==> config.mk <==
export PLATFORM = sky130hd
export DESIGN_NAME = adc_strobe_reader
export DESIGN_NICKNAME = d
export VERILOG_FILES = /design/src/rtl/adc_rd_pkg.sv /design/src/rtl/sclk_gen.sv /design/src/rtl/phase_timer.sv /design/src/rtl/frame_capture.sv /design/src/rtl/adc_strobe_reader.sv
export SDC_FILE = /design/constraint.sdc
export NUM_CORES = 1
export LEC_CHECK = 0
export BUFFER_PORTS_ARGS = -buffer_cell sky130_fd_sc_hd__buf_2
export CORE_UTILIZATION = 30
export CTS_BUF_LIST = sky130_fd_sc_hd__clkbuf_16
export CTS_CLUSTER_SIZE = 30
export DETAILED_ROUTE_END_ITERATION = 7
export PLACE_DENSITY = 0.52
export SYNTH_ARGS = -nofsm -noshare
export SYNTH_HDL_FRONTEND = slang
export SYNTH_HIERARCHICAL = 1
export SYNTH_SLANG_ARGS = --single-unit
==> constraint.sdc <==
create_clock -name clk -period 3.08 [get_ports clk]
set_clock_uncertainty 0.2 [all_clocks]
set_input_delay 0.308 -clock clk [delete_from_list [all_inputs] [get_ports clk]]
set_output_delay 0.308 -clock clk [all_outputs]
set_load 0.02 [all_outputs]
==> src/rtl/adc_rd_pkg.sv <==
package adc_rd_pkg;

  typedef enum logic [2:0] {
    ST_IDLE   = 3'd0,
    ST_STROBE = 3'd1,
    ST_CONV   = 3'd2,
    ST_READ   = 3'd3,
    ST_QUIET  = 3'd4
  } rd_state_e;

  // Counter width able to hold values 0..v, never below one bit.
  function automatic int unsigned cnt_width(input int unsigned v);
    return (v < 2) ? 1 : $clog2(v + 1);
  endfunction

  function automatic int unsigned max3(input int unsigned a,
                                       input int unsigned b,
                                       input int unsigned c);
    int unsigned m;
    m = (a > b) ? a : b;
    return (m > c) ? m : c;
  endfunction

endpackage

==> src/rtl/sclk_gen.sv <==
module sclk_gen #(
  parameter int unsigned HALF_CYC = 2
) (
  input  logic clk,
  input  logic rst_n,
  input  logic run_i,
  output logic sclk_o,
  output logic rise_o,
  output logic fall_o
);
  import adc_rd_pkg::*;

  localparam int unsigned DW = cnt_width(HALF_CYC - 1);
  localparam logic [DW-1:0] LAST = DW'(HALF_CYC - 1);

  logic [DW-1:0] div_q, div_d;
  logic          sclk_q, sclk_d;
  logic          term;

  assign term = (div_q == LAST);

  always_comb begin
    div_d  = div_q;
    sclk_d = sclk_q;
    if (!run_i) begin
      div_d  = '0;
      sclk_d = 1'b1;
    end else if (term) begin
      div_d  = '0;
      sclk_d = ~sclk_q;
    end else begin
      div_d  = div_q + 1'b1;
    end
  end

  always_ff @(posedge clk or negedge rst_n) begin
    if (!rst_n) begin
      div_q  <= '0;
      sclk_q <= 1'b1;
    end else begin
      div_q  <= div_d;
      sclk_q <= sclk_d;
    end
  end

  assign sclk_o = sclk_q;
  assign rise_o = run_i && term && !sclk_q;
  assign fall_o = run_i && term && sclk_q;

endmodule

==> src/rtl/phase_timer.sv <==
module phase_timer #(
  parameter int unsigned W = 8
) (
  input  logic         clk,
  input  logic         rst_n,
  input  logic         load_i,
  input  logic [W-1:0] load_val_i,
  output logic         done_o
);
  logic [W-1:0] cnt_q, cnt_d;
  logic         cnt_en;

  assign cnt_en = load_i || (cnt_q != '0);

  always_comb begin
    if (load_i) cnt_d = load_val_i;
    else        cnt_d = cnt_q - 1'b1;
  end

  always_ff @(posedge clk or negedge rst_n) begin
    if (!rst_n) begin
      cnt_q <= '0;
    end else if (cnt_en) begin
      cnt_q <= cnt_d;
    end
  end

  assign done_o = (cnt_q == '0);

endmodule

==> src/rtl/frame_capture.sv <==
module frame_capture #(
  parameter int unsigned FRAME_BITS = 16,
  parameter int unsigned LEAD_BITS  = 4,
  localparam int unsigned RES_BITS  = FRAME_BITS - LEAD_BITS
) (
  input  logic                clk,
  input  logic                rst_n,
  input  logic                clr_i,
  input  logic                bit_en_i,
  input  logic                sdata_i,
  output logic                last_o,
  output logic [RES_BITS-1:0] result_o,
  output logic                lead_err_o,
  output logic                valid_o
);
  import adc_rd_pkg::*;

  localparam int unsigned CW = cnt_width(FRAME_BITS - 1);
  localparam logic [CW-1:0] LAST_IDX = CW'(FRAME_BITS - 1);

  logic [FRAME_BITS-2:0] sh_q, sh_d;
  logic [CW-1:0]         idx_q, idx_d;
  logic [RES_BITS-1:0]   res_q, res_d;
  logic                  err_q, err_d;
  logic                  vld_q, vld_d;
  logic                  word_en;

  assign last_o  = bit_en_i && (idx_q == LAST_IDX);
  assign word_en = last_o;

  always_comb begin
    sh_d  = {sh_q[FRAME_BITS-3:0], sdata_i};
    idx_d = clr_i ? '0 : (idx_q + 1'b1);
    res_d = {sh_q[RES_BITS-2:0], sdata_i};
    err_d = |sh_q[FRAME_BITS-2 -: LEAD_BITS];
    vld_d = word_en;
  end

  always_ff @(posedge clk or negedge rst_n) begin
    if (!rst_n) begin
      sh_q  <= '0;
      idx_q <= '0;
    end else begin
      if (bit_en_i)          sh_q  <= sh_d;
      if (bit_en_i || clr_i) idx_q <= idx_d;
    end
  end

  always_ff @(posedge clk or negedge rst_n) begin
    if (!rst_n) begin
      res_q <= '0;
      err_q <= 1'b0;
      vld_q <= 1'b0;
    end else begin
      if (word_en) begin
        res_q <= res_d;
        err_q <= err_d;
      end
      vld_q <= vld_d;
    end
  end

  assign result_o   = res_q;
  assign lead_err_o = err_q;
  assign valid_o    = vld_q;

endmodule

==> src/rtl/adc_strobe_reader.sv <==
module adc_strobe_reader #(
  parameter int unsigned SCLK_HALF    = 2,
  parameter int unsigned CNV_LOW_CYC  = 2,
  parameter int unsigned CNV_WAIT_CYC = 170,
  parameter int unsigned QUIET_CYC    = 10,
  parameter int unsigned FRAME_BITS   = 16,
  parameter int unsigned LEAD_BITS    = 4,
  localparam int unsigned RES_BITS    = FRAME_BITS - LEAD_BITS
) (
  input  logic                clk,
  input  logic                rst_n,
  input  logic                start_i,
  input  logic                sdata_i,
  output logic                convst_n_o,
  output logic                sclk_o,
  output logic                busy_o,
  output logic [RES_BITS-1:0] result_o,
  output logic                lead_err_o,
  output logic                valid_o
);
  import adc_rd_pkg::*;

  localparam int unsigned TMAX = max3(CNV_LOW_CYC, CNV_WAIT_CYC, QUIET_CYC);
  localparam int unsigned TW   = cnt_width(TMAX);
  localparam logic [TW-1:0] LOW_LD   = TW'(CNV_LOW_CYC - 1);
  localparam logic [TW-1:0] WAIT_LD  = TW'(CNV_WAIT_CYC - 1);
  localparam logic [TW-1:0] QUIET_LD = TW'(QUIET_CYC - 1);

  rd_state_e     state_q, state_d;
  logic          tmr_load;
  logic [TW-1:0] tmr_val;
  logic          tmr_done;
  logic          sclk_run;
  logic          sclk_rise;
  logic          sclk_fall;
  logic          frame_clr;
  logic          frame_last;

  // Next-state logic: each timed phase loads the shared timer on entry.
  always_comb begin
    state_d   = state_q;
    tmr_load  = 1'b0;
    tmr_val   = '0;
    frame_clr = 1'b0;
    unique case (state_q)
      ST_IDLE: begin
        if (start_i) begin
          state_d  = ST_STROBE;
          tmr_load = 1'b1;
          tmr_val  = LOW_LD;
        end
      end
      ST_STROBE: begin
        if (tmr_done) begin
          state_d  = ST_CONV;
          tmr_load = 1'b1;
          tmr_val  = WAIT_LD;
        end
      end
      ST_CONV: begin
        if (tmr_done) begin
          state_d   = ST_READ;
          frame_clr = 1'b1;
        end
      end
      ST_READ: begin
        if (frame_last) begin
          state_d  = ST_QUIET;
          tmr_load = 1'b1;
          tmr_val  = QUIET_LD;
        end
      end
      ST_QUIET: begin
        if (tmr_done) state_d = ST_IDLE;
      end
      default: state_d = ST_IDLE;
    endcase
  end

  always_ff @(posedge clk or negedge rst_n) begin
    if (!rst_n) state_q <= ST_IDLE;
    else        state_q <= state_d;
  end

  assign sclk_run   = (state_q == ST_READ);
  assign convst_n_o = (state_q != ST_STROBE);
  assign busy_o     = (state_q != ST_IDLE);

  phase_timer #(
    .W(TW)
  ) u_timer (
    .clk       (clk),
    .rst_n     (rst_n),
    .load_i    (tmr_load),
    .load_val_i(tmr_val),
    .done_o    (tmr_done)
  );

  sclk_gen #(
    .HALF_CYC(SCLK_HALF)
  ) u_sclk (
    .clk   (clk),
    .rst_n (rst_n),
    .run_i (sclk_run),
    .sclk_o(sclk_o),
    .rise_o(sclk_rise),
    .fall_o(sclk_fall)
  );

  frame_capture #(
    .FRAME_BITS(FRAME_BITS),
    .LEAD_BITS (LEAD_BITS)
  ) u_frame (
    .clk       (clk),
    .rst_n     (rst_n),
    .clr_i     (frame_clr),
    .bit_en_i  (sclk_rise),
    .sdata_i   (sdata_i),
    .last_o    (frame_last),
    .result_o  (result_o),
    .lead_err_o(lead_err_o),
    .valid_o   (valid_o)
  );

  // The falling-edge enable is produced by the divider but not needed here.
  logic unused_fall;
  assign unused_fall = sclk_fall;

endmodule

==> impl_summary.txt <==
----------------------------------------------------
[CTS]
  Maximum level of the CTS H-tree ... 2
  Post-CTS setup buffer count ... 0
  Buffers from clock root to sink, at most ... 2
  Root Buffer ... sky130_fd_sc_hd__clkbuf_16
  Clock edge transition at the registers on the reported setup and hold paths ... 70 ps
  Clock tree from TritonCTS ... built
  Number of sinks on the clock net ... 46
  Number of clock buffers inserted by TritonCTS ... 5
  Worst skew pair latency ... 280 ps

[GRT]
  Initial antenna violation count ... 0
  Total routing resource utilization after global routing ... 10.9%
  Vias in the first global route ... 1291
  Overflow left after global routing ... 0
  Global-route wire length before repair ... 6320 µm
  Maximum number of pins on one net before global-route repair ... 47

[Flow run]
  Max-cap violations ... 0

[Timing]
  Max transition margin ... 32.4%
  Clock period minus final worst setup slack ... 2700 ps
  RSZ-0062 raised after global routing ... false
  Smallest setup slack after layout ... 384 ps
  Final count of negative-setup-slack endpoints ... 0
  Worst-case hold slack ... -14.5 ps
  Worst Max-Slew Pin Slew ... 1010 ps
  Total count of hold-check failures in the final report ... 10
  Setup TNS Final ... 0 ps
  Count of pins over their slew limit ... 0
  Final period utilization ... 87.5%
  Maximum clock frequency ... 371 MHz

[Routing]
  Met2 Wirelength ... 1610 µm
  Uppermost layer routed ... met3
  DRT Pass-1 Iters ... 4
  Vias per Instance ... 4.54
  DRC Markers ... 0
  Post-detailed-routing wire length ... 3460 µm
  Post-detailed-route wirelength per cell ... 11.8 µm
  Routed metal-1 wire length ... 1760 µm
  Count of vias placed by the detailed router ... 1330
  Total met3 wirelength after detailed routing ... 91 µm
  Initial DRC count ... 64
  Count of nets left with antenna violations after detail routing ... 0

[Synthesis]
  Synthesized cell area ... 2100 µm²
  Synthesized instance count ... 165
  Warnings from Yosys ... 6
  Post-synthesis area per instance ... 12.7 µm²

[Place]
  Port-buffer cells ... 20
  Cells after DPL ... 285
  Final weighted congestion in routability-driven placement ... 0.777
  Placed wire-length estimate ... 2390 µm
  Worst-case setup slack after placement ... 227 ps

[Worst setup path]
  Sum of buffers and inverters on the critical path ... 1
  Sequence of cells on the critical path ... inv_1 -> ha_1 -> or4b_2 -> nor2_1 -> mux2i_1 -> o21ai_1 -> or3b_2 -> or4_1 -> nand3_1
  Cell with the biggest individual delay on the critical path ... sky130_fd_sc_hd__or4b_2
  Type of destination of the critical path ... flop
  Maximum fanout count along the critical path ... 6
  Crit path largest cell delay ... 670 ps
  CP Data Required Time ... 3040 ps
  CP Class ... reg2reg
  Critical Path Start Type ... flop
  Data arrival, critical path ... 2650 ps
  Crit-path leading delay family ... simple AND/OR/NAND/NOR gates

[Floorplan]
  Std-Cell Core Area ... 6790 µm²
  Die width ... 85.7 µm
  Overall die height ... 85.7 µm
  Initial Utilization ... 30.9%
  # rows ... 30
  Full die area ... 7340 µm²
  Number of placed I/O pins ... 21

[Finish]
  Most common cell after layout, fill and taps aside ... sky130_fd_sc_hd__dfrtp_1
  Filler Cell Count ... 685
  Leading cell types in the layout, fill and taps excluded ... sky130_fd_sc_hd__dfrtp_1, sky130_fd_sc_hd__buf_2, sky130_fd_sc_hd__mux2_2
  NumNets Final ... 202
  Share of the core filled with cells in the final layout ... 36.7%
  Share of cells above drive strength 1 ... 36.0%
  Antenna diode count ... 0
  Layout Cells excl Fill ... 293
  Layout overhead on the synthesized area ... 18.8%

[Power and ir drop]
  Standby leakage power ... 0.00124 µW
  Total power per unit cell area ... 705 nW/µm²
  Worst VDD drop ... 0.244 mV

[Run status]
  Violated checks ... hold timing
  Status ... finished, violations left

[Worst hold path]
  Tightest Hold Check Type ... in2async

----------------------------------------------------
## flip-flops by register name (all words and copies together) (netlist names)
| signal | cells |
|---|---|
| u_frame/sh_q | 15 |
| u_frame/result_o | 12 |
| u_timer/cnt_q | 8 |
| u_sclk/sclk_o | 1 |
| u_frame/lead_err_o | 1 |
| u_frame/idx_q | 4 |
| state_q | 3 |
| u_frame/valid_o | 1 |
| u_sclk/div_q | 1 |
## layer usage
layer,global-route usage [%],vias to the layer above
li1,-,659
met1,15.1,651
met2,16.8,20
met3,2.41,0
met4,3.64,0
met5,0,-
## worst paths after layout
check | from | to | slack (ps) | depth (start not counted)
worst max-delay path | u_timer/cnt_q[0] | u_timer/cnt_q[6] | 380 | 9
worst min-delay path | rst_n | u_frame/result_o[10] | -10 | 1
worst min register to register | u_frame/result_o[11] | u_frame/result_o[11] | 300 | 1
max in group asynchronous | rst_n | u_timer/cnt_q[3] | 2050 | 1
worst max register to register | u_timer/cnt_q[0] | u_timer/cnt_q[6] | 380 | 9
min in group clk | sdata_i | u_frame/sh_q[0] | 70 | 2
## worst reg2reg max path, cell delays in order, from the launching register on
cell and delay (ps):
sky130_fd_sc_hd__dfrtp_1 410, sky130_fd_sc_hd__inv_1 110, sky130_fd_sc_hd__ha_1 250, sky130_fd_sc_hd__or4b_2 670, sky130_fd_sc_hd__nor2_1 160, sky130_fd_sc_hd__mux2i_1 120, sky130_fd_sc_hd__o21ai_1 310, sky130_fd_sc_hd__or3b_2 190
sky130_fd_sc_hd__or4_1 90, sky130_fd_sc_hd__nand3_1 70
## area by class of cell
cell class,instances,area [µm²],area share [%]
Sequential cell,46,1150,46.2
Multi-Input combinational cell,111,903,36.2
Timing Repair Buffer,27,153,6.12
Clock buffer,5,125,5.01
Tap cell,96,120,4.81
Clock inverter,3,23.8,0.952
Inverter,5,18.8,0.752
## power by group
part | total (µW) | leakage (µW) | switching, µW | internal (µW)
Combinational | 454 | 0.000554 | 240 | 214
Sequential | 774 | 0.000615 | 81.0 | 693
Clock | 531 | 0.0000664 | 228 | 303
Total | 1760 | 0.00124 | 548 | 1210
## metrics by stage
stage	power (µW)	area, µm²
finish	1760	2500
global route	1890	2500
CTS	1790	2500
detailed placement	1240	2350
global placement	1240	2350
floorplan	1120	2110
## what timing repair did
| action | 4_1_cts | 5_1_grt |
|---|---|---|
| endpoints found under the setup margin | 0 | 4 |
| resized for setup | 0 | 1 |
| hold buffers | 0 | 0 |
Power figures use the tool's default switching activity.
